## config.mk

```make
export PLATFORM = sky130hd
export DESIGN_NAME = rank_sorter
export DESIGN_NICKNAME = d
export VERILOG_FILES = /design/src/rtl/rsort_pkg.sv /design/src/rtl/rank_cell.sv /design/src/rtl/rank_ram.sv /design/src/rtl/rank_sorter.sv
export SDC_FILE = /design/constraint.sdc
export NUM_CORES = 2
export LEC_CHECK = 0
export BUFFER_PORTS_ARGS = -buffer_cell sky130_fd_sc_hd__buf_2
export CELL_PAD_IN_SITES_DETAIL_PLACEMENT = 1
export CELL_PAD_IN_SITES_GLOBAL_PLACEMENT = 1
export CORE_MARGIN = 2
export CORE_UTILIZATION = 30
export DETAILED_ROUTE_END_ITERATION = 16
export HOLD_SLACK_MARGIN = 0.03
export PLACE_DENSITY_LB_ADDON = 0.1
export SYNTH_ARGS = -nofsm -noshare
export SYNTH_HDL_FRONTEND = slang
export SYNTH_SLANG_ARGS = --single-unit
export TNS_END_PERCENT = 20
```

## constraint.sdc

```tcl
create_clock -name clk -period 4.1 [get_ports clk]
set_input_delay 0.205 -clock clk [delete_from_list [all_inputs] [get_ports clk]]
set_output_delay 0.205 -clock clk [all_outputs]
set_load 0.05 [all_outputs]
```

## src/rtl/rsort_pkg.sv

```systemverilog
package rsort_pkg;
  typedef enum logic [1:0] {
    PH_COLLECT,
    PH_DRAIN,
    PH_SCATTER,
    PH_EMIT
  } phase_e;
endpackage

```

## src/rtl/rank_cell.sv

```systemverilog
// One stage of the ranking chain: holds a settled entry or forwards a visitor.
module rank_cell #(
  parameter int TW = 16,
  parameter int PW = 5
) (
  input  logic          clk,
  input  logic          rst,
  input  logic          shift_en,
  input  logic          in_v,
  input  logic [TW-1:0] in_time,
  input  logic [PW-1:0] in_pos,
  input  logic          nxt_occ,
  input  logic [TW-1:0] nxt_time,
  input  logic [PW-1:0] nxt_pos,
  output logic          occ,
  output logic [TW-1:0] st_time,
  output logic [PW-1:0] st_pos,
  output logic          fw_v,
  output logic [TW-1:0] fw_time,
  output logic [PW-1:0] fw_pos
);
  always_ff @(posedge clk) begin
    if (rst) begin
      occ     <= 1'b0;
      st_time <= '0;
      st_pos  <= '0;
      fw_v    <= 1'b0;
      fw_time <= '0;
      fw_pos  <= '0;
    end else if (shift_en) begin
      occ     <= nxt_occ;
      st_time <= nxt_time;
      st_pos  <= nxt_pos;
      fw_v    <= 1'b0;
    end else begin
      fw_v <= 1'b0;
      if (in_v) begin
        if (!occ) begin
          occ     <= 1'b1;
          st_time <= in_time;
          st_pos  <= in_pos;
        end else begin
          fw_v    <= 1'b1;
          fw_time <= in_time;
          if (in_time < st_time) begin
            st_pos <= st_pos + 1'b1;
            fw_pos <= in_pos;
          end else begin
            fw_pos <= in_pos + 1'b1;
          end
        end
      end
    end
  end
endmodule

```

## src/rtl/rank_ram.sv

```systemverilog
// Simple dual-port memory with registered read, suitable for block RAM.
module rank_ram #(
  parameter int AW = 5,
  parameter int DW = 16
) (
  input  logic          clk,
  input  logic          we,
  input  logic [AW-1:0] waddr,
  input  logic [DW-1:0] wdata,
  input  logic          re,
  input  logic [AW-1:0] raddr,
  output logic [DW-1:0] rdata
);
  localparam int WORDS = 1 << AW;
  logic [DW-1:0] mem [WORDS];

  always_ff @(posedge clk) begin
    if (we) mem[waddr] <= wdata;
    if (re) rdata <= mem[raddr];
  end
endmodule

```

## src/rtl/rank_sorter.sv

```systemverilog
module rank_sorter #(
  parameter int DEPTH = 32,
  parameter int TW    = 16
) (
  input  logic          clk,
  input  logic          rst,
  input  logic          in_valid,
  input  logic [TW-1:0] in_time,
  input  logic          in_eof,
  output logic          out_valid,
  output logic [TW-1:0] out_time,
  output logic          out_last
);
  import rsort_pkg::*;

  localparam int PW = (DEPTH > 1) ? $clog2(DEPTH) : 1;
  localparam int CW = $clog2(DEPTH + 1);

  phase_e        phase;
  logic [CW-1:0] count;
  logic [PW-1:0] idx;
  logic          accept, scatter, lane_busy, idx_final;

  logic          lane_v [DEPTH+1];
  logic [TW-1:0] lane_t [DEPTH+1];
  logic [PW-1:0] lane_p [DEPTH+1];
  logic          occ    [DEPTH+1];
  logic [TW-1:0] st_t   [DEPTH+1];
  logic [PW-1:0] st_p   [DEPTH+1];

  assign accept    = (phase == PH_COLLECT) && in_valid && (count < CW'(DEPTH));
  assign scatter   = (phase == PH_SCATTER);
  assign idx_final = (CW'(idx) == count - CW'(1));

  assign lane_v[0] = accept;
  assign lane_t[0] = in_time;
  assign lane_p[0] = '0;
  assign occ[DEPTH]  = 1'b0;
  assign st_t[DEPTH] = '0;
  assign st_p[DEPTH] = '0;

  for (genvar g = 0; g < DEPTH; g++) begin : g_cell
    rank_cell #(.TW(TW), .PW(PW)) u_cell (
      .clk      (clk),
      .rst      (rst),
      .shift_en (scatter),
      .in_v     (lane_v[g]),
      .in_time  (lane_t[g]),
      .in_pos   (lane_p[g]),
      .nxt_occ  (occ[g+1]),
      .nxt_time (st_t[g+1]),
      .nxt_pos  (st_p[g+1]),
      .occ      (occ[g]),
      .st_time  (st_t[g]),
      .st_pos   (st_p[g]),
      .fw_v     (lane_v[g+1]),
      .fw_time  (lane_t[g+1]),
      .fw_pos   (lane_p[g+1])
    );
  end

  always_comb begin
    lane_busy = 1'b0;
    for (int k = 1; k <= DEPTH; k++) lane_busy = lane_busy | lane_v[k];
  end

  rank_ram #(.AW(PW), .DW(TW)) u_ram (
    .clk   (clk),
    .we    (scatter),
    .waddr (st_p[0]),
    .wdata (st_t[0]),
    .re    (phase == PH_EMIT),
    .raddr (idx),
    .rdata (out_time)
  );

  always_ff @(posedge clk) begin
    if (rst) begin
      phase     <= PH_COLLECT;
      count     <= '0;
      idx       <= '0;
      out_valid <= 1'b0;
      out_last  <= 1'b0;
    end else begin
      out_valid <= 1'b0;
      out_last  <= 1'b0;
      case (phase)
        PH_COLLECT: begin
          if (accept) count <= count + 1'b1;
          if (in_eof) phase <= PH_DRAIN;
        end
        PH_DRAIN: begin
          if (!lane_busy) begin
            idx   <= '0;
            phase <= (count == '0) ? PH_COLLECT : PH_SCATTER;
          end
        end
        PH_SCATTER: begin
          idx <= idx + 1'b1;
          if (idx_final) begin
            idx   <= '0;
            phase <= PH_EMIT;
          end
        end
        default: begin
          out_valid <= 1'b1;
          idx       <= idx + 1'b1;
          if (idx_final) begin
            out_last <= 1'b1;
            idx      <= '0;
            count    <= '0;
            phase    <= PH_COLLECT;
          end
        end
      endcase
    end
  end
endmodule

```

==> results.md <==
* Final hold viol count at 0
* Core ar. at 0.306 sq mm
* Dominant synthesized flop cell: dfxtp_1
* GR Overflow Total at 0
* Vias in the first global route at 72081
* Initial Utilization at 30.2%
* P_int at 37.8 mW
* CP Capture Type: register
* WL final at 294000 um
* Routed len/inst at 21.5 um
* Multi-input gate area in the final layout at 0.0444 sq mm
* Clock sink total at 1920
* Final count of negative-setup-slack endpoints at 0
* Clock Latency Late Sink at just over 0.9 ns
* Final hold slack at between 0.15 and 0.2 ns
* Post-Syn Area per Cell at 9.72 sq um
* Critical path arrival at 3.92 ns
* Clock Power Share at 37.9%
* P_sw at 17.2 mW
* DRT antenna net count at 0
* Sw frac at 31.2%
* Slew Viols, Final at 0
* # DRC at 0
* Comb pwr share at 21.4%
* Drt pass-1 iters at 5
* Yosys cell types at 78
* Met1 GRT Util at 26.5%
* Crit path cell chain: nor4_1, nand4_1, nor2_1, o21ai_0, a31o_1, a22oi_1, nor2_1
* Syn Nets at 10071
* Result of the run: finished, final reports clean
* FF+latch area at roughly 0.044 sq mm
* Most Frequent Cell on Critical Path: nor2_1
* Pwr Density at between 500 and 600 mW/mm^2
* Leak pwr at roughly 35 nW
* Post-cts sizing count at 0
* Setup slack after layout at 0.934 ns
* Top Ports at 38
* Post-CTS Repair Setup Buffers at 0
* Setup Slack @ Placement at 0.909 ns
* CTS tree: built
* Final Net Count at 9978
* Seq/Total Area, Yosys at 47.4%
* Slew at the pin closest to its max-slew limit at about 1.2 ns
* Worst setup path class: reg -> reg
* First-pass GRT wire length at roughly 450000 um
* DP Cell Count at 13250
* CTS clock-pin slew for the worst setup and hold paths at around 0.06 ns
* Longest Clk Path Bufs at 4
* Count of flip-flops with a built-in enable after synthesis at 528
* Post-synthesis instance total at roughly 9500
* DR vias at 69897
* Achievable Freq at roughly 320 MHz
* RSZ-0062 raised after global routing: no
* GR Layer Usage met3 at around 2.1%
* Flop pwr share at 40.6%
* Final GP Congestion at approximately 0.80
* Die Width at 559 um
* Required @ worst endpoint at 4.86 ns
* Final Total Pwr at 55.0 mW
* Site row count at 203
* VDD IR max at 0.000331 V
* Top Usage Layer GRT: met2
* Initial drt markers at 3797
* Drt via density at 5.10
* Fillers at between 30000 and 40000
* Largest net degree at the start of global routing at 154
* Met2 usage at 30.0%
* Worst-path fanout max at 7
* Ys async rst share at 0%
* Full die area at 0.312 sq mm
* CTS Buf Count at 234
* CP bufs+invs at 0
* Synth warnings at 0
* CP startpoint kind: register
* Worst hold path class: in -> reg
* Post-route insts no fill at around 14000
* Cell area after synthesis at 0.0923 sq mm
* Initial antenna violation count at 8
* Max_slew headroom at 22.9%
* Root Buffer: clkbuf_16
* GRT Util Overall at 18.6%
* Tcrit/Tclk final at 77.2%
* Area Growth Syn to Fin at 13.8%
* Seq cells post-synth at 1920
* Htree depth at 4
* CP peak stage delay at 0.64 ns
* Top delay family on crit path: simple AND/OR/NAND/NOR gates
* Post-DP HPWL at 210000 um
* Crit path max-delay cell type: nor2_1
* Clock Skew at 0.0615 ns
* Die Span Y at approximately 560 um
* Number of port buffers at 37
* Layout cell share with drive strength beyond 1 at 8.89%
* Maxcap violations at 0
* Fin Setup TNS at 0 ns
* Final worst path period need at 3.17 ns
## registers in the layout, indices dropped and copies added, names as in the netlist
signal                 count
g_cell.u_cell.fw_pos     145
g_cell.u_cell.fw_time    496
out_last                   1
phase                      2
u_ram.rdata               16
u_ram.mem                512
g_cell.u_cell.st_pos     160
out_valid                  1
g_cell.u_cell.occ         32
count                      6
g_cell.u_cell.st_time    512
idx                        5
g_cell.u_cell.fw_v        32
## stage by stage
step / utilization [%] / instance area (sq um)
detailed placement: 31.8 / 97200
floorplan: - / 92300
finish: 34.3 / 105000
global placement: 31.8 / 97200
global route: 34.3 / 105000
CTS: 34.3 / 105000
## routing by layer
layer / vias to the layer above / wire, um
li1: 33849 / -
met1: 34941 / 146000
met2: 785 / 133000
met3: 320 / 8910
met4: 2 / 6150
met5: - / 13
## power groups by stage
stage	Combinational (mW)	Clock [mW]	Sequential (mW)
5_1_grt	13.1	22.3	22.5
2_1_floorplan	8.56	0	22.2
4_1_cts	12.0	21.6	22.4
6_report	11.8	20.9	22.3
3_5_place_dp	11.9	0	22.8
3_3_place_gp	11.6	0	22.8
## kinds of logic (layout without fill, tap and decap cells)
| family | after synthesis | in the layout | synth area share (%) |
|---|---|---|---|
| AO/OA/AOI/OAI | 2270 | 2270 | 15.9 |
| XOR/XNOR | 194 | 194 | 1.84 |
| adder cells (fa/ha/maj) | 553 | 553 | 7.49 |
| buffers and inverters | 1130 | 1229 | 4.77 |
| flip-flops | 1920 | 1920 | 47.4 |
| multiplexers | 784 | 784 | 10.7 |
| other | 0 | 1 | 0 |
| AND/OR/NAND/NOR | 2647 | 2647 | 12.0 |
## synth_stat cells, types with 18 or more instances
| cell type | instances | area share, % |
|---|---|---|
| a211oi_1 | 705 | 5.7 |
| a21o_1 | 83 | 0.67 |
| a21oi_1 | 862 | 4.7 |
| a31o_1 | 47 | 0.45 |
| a31o_2 | 28 | 0.27 |
| buf_1 | 35 | 0.14 |
| buf_2 | 67 | 0.36 |
| clkbuf_1 | 471 | 1.9 |
| dfxtp_1 | 1392 | 30 |
| edfxtp_1 | 528 | 17 |
| ha_1 | 553 | 7.5 |
| inv_1 | 545 | 2.2 |
| mux2_2 | 18 | 0.22 |
| mux2i_1 | 606 | 6.6 |
| mux4_2 | 160 | 3.9 |
| nand2_1 | 1228 | 5.0 |
| nand2b_1 | 29 | 0.20 |
| nand3_1 | 99 | 0.54 |
| nand3b_1 | 29 | 0.24 |
| nand4_1 | 78 | 0.53 |
| nor2_1 | 921 | 3.7 |
| nor2b_1 | 35 | 0.24 |
| nor3_1 | 122 | 0.66 |
| nor3b_1 | 34 | 0.28 |
| o2111ai_1 | 22 | 0.21 |
| o21a_1 | 21 | 0.17 |
| o21ai_0 | 269 | 1.5 |
| o311a_1 | 23 | 0.25 |
| o31ai_1 | 18 | 0.15 |
| xnor2_1 | 72 | 0.68 |
| xor2_1 | 122 | 1.2 |
## worst reg2reg max path: cells and delay by family, from the launching register on
family             cells  cell delay [ns]
AOI/OAI and AO/OA      3             0.82
DFF                    1             0.55
and+or+nand+nor        4             1.70
## layout by cell type, fill, tap and decap left out, types with 17 or more instances in the layout
master         count
and3_1            17
o311a_1           23
nand3_1           99
clkbuf_8          26
dlygate4sd3_1     19
nor2_1           920
dfxtp_1         1388
o21a_1            21
clkinv_1          28
clkbuf_16        238
edfxtp_1         528
nand3b_1          29
a211oi_1         705
buf_4            179
a21oi_1          862
mux4_2           160
mux2i_1          606
o21ai_0          269
ha_1             552
buf_12            19
nand2b_1          29
nor3b_2           23
buf_2             36
clkbuf_1          69
nor2b_1           35
nand2_1         1228
xor2_1           122
a31o_1            47
o2111ai_1         22
o31ai_1           18
inv_1            545
mux2_2            18
a31o_2            28
xnor2_1           72
nand4_1           78
a21o_1            83
clkinv_2          34
bufinv_16         19
nor3_1           120
## repair_timing
| item | in CTS | in global routing |
|---|---|---|
| hold buffers | 19 | 0 |
| endpoints found under the hold margin | 111 | 0 |
| setup endpoints to repair | 0 | 0 |
## final cells by class
class                           instances  area share [%]
Tap cell                             4100            4.88
Clock inverter                         95            1.02
Sequential cell                      1920            41.6
Multi-Input combinational cell       6448            42.2
Antenna cell                            1         0.00238
Inverter                              547            1.96
Clock buffer                          333            6.26
Timing Repair Buffer                  254            2.01
## final timing paths
| path | to | depth (start not counted) | slack [ns] | from |
|---|---|---|---|---|
| worst max-delay path | idx[4] | 7 | 0.93 | g_cell[11].u_cell.fw_v |
| worst min-delay path | g_cell[0].u_cell.fw_time[2] | 4 | 0.16 | in_time[2] |
| worst max register to register | idx[4] | 7 | 0.93 | g_cell[11].u_cell.fw_v |
| worst min register to register | g_cell[31].u_cell.st_time[1] | 2 | 0.47 | g_cell[30].u_cell.fw_time[1] |
No activity file was read; power rests on OpenSTA's default activity.
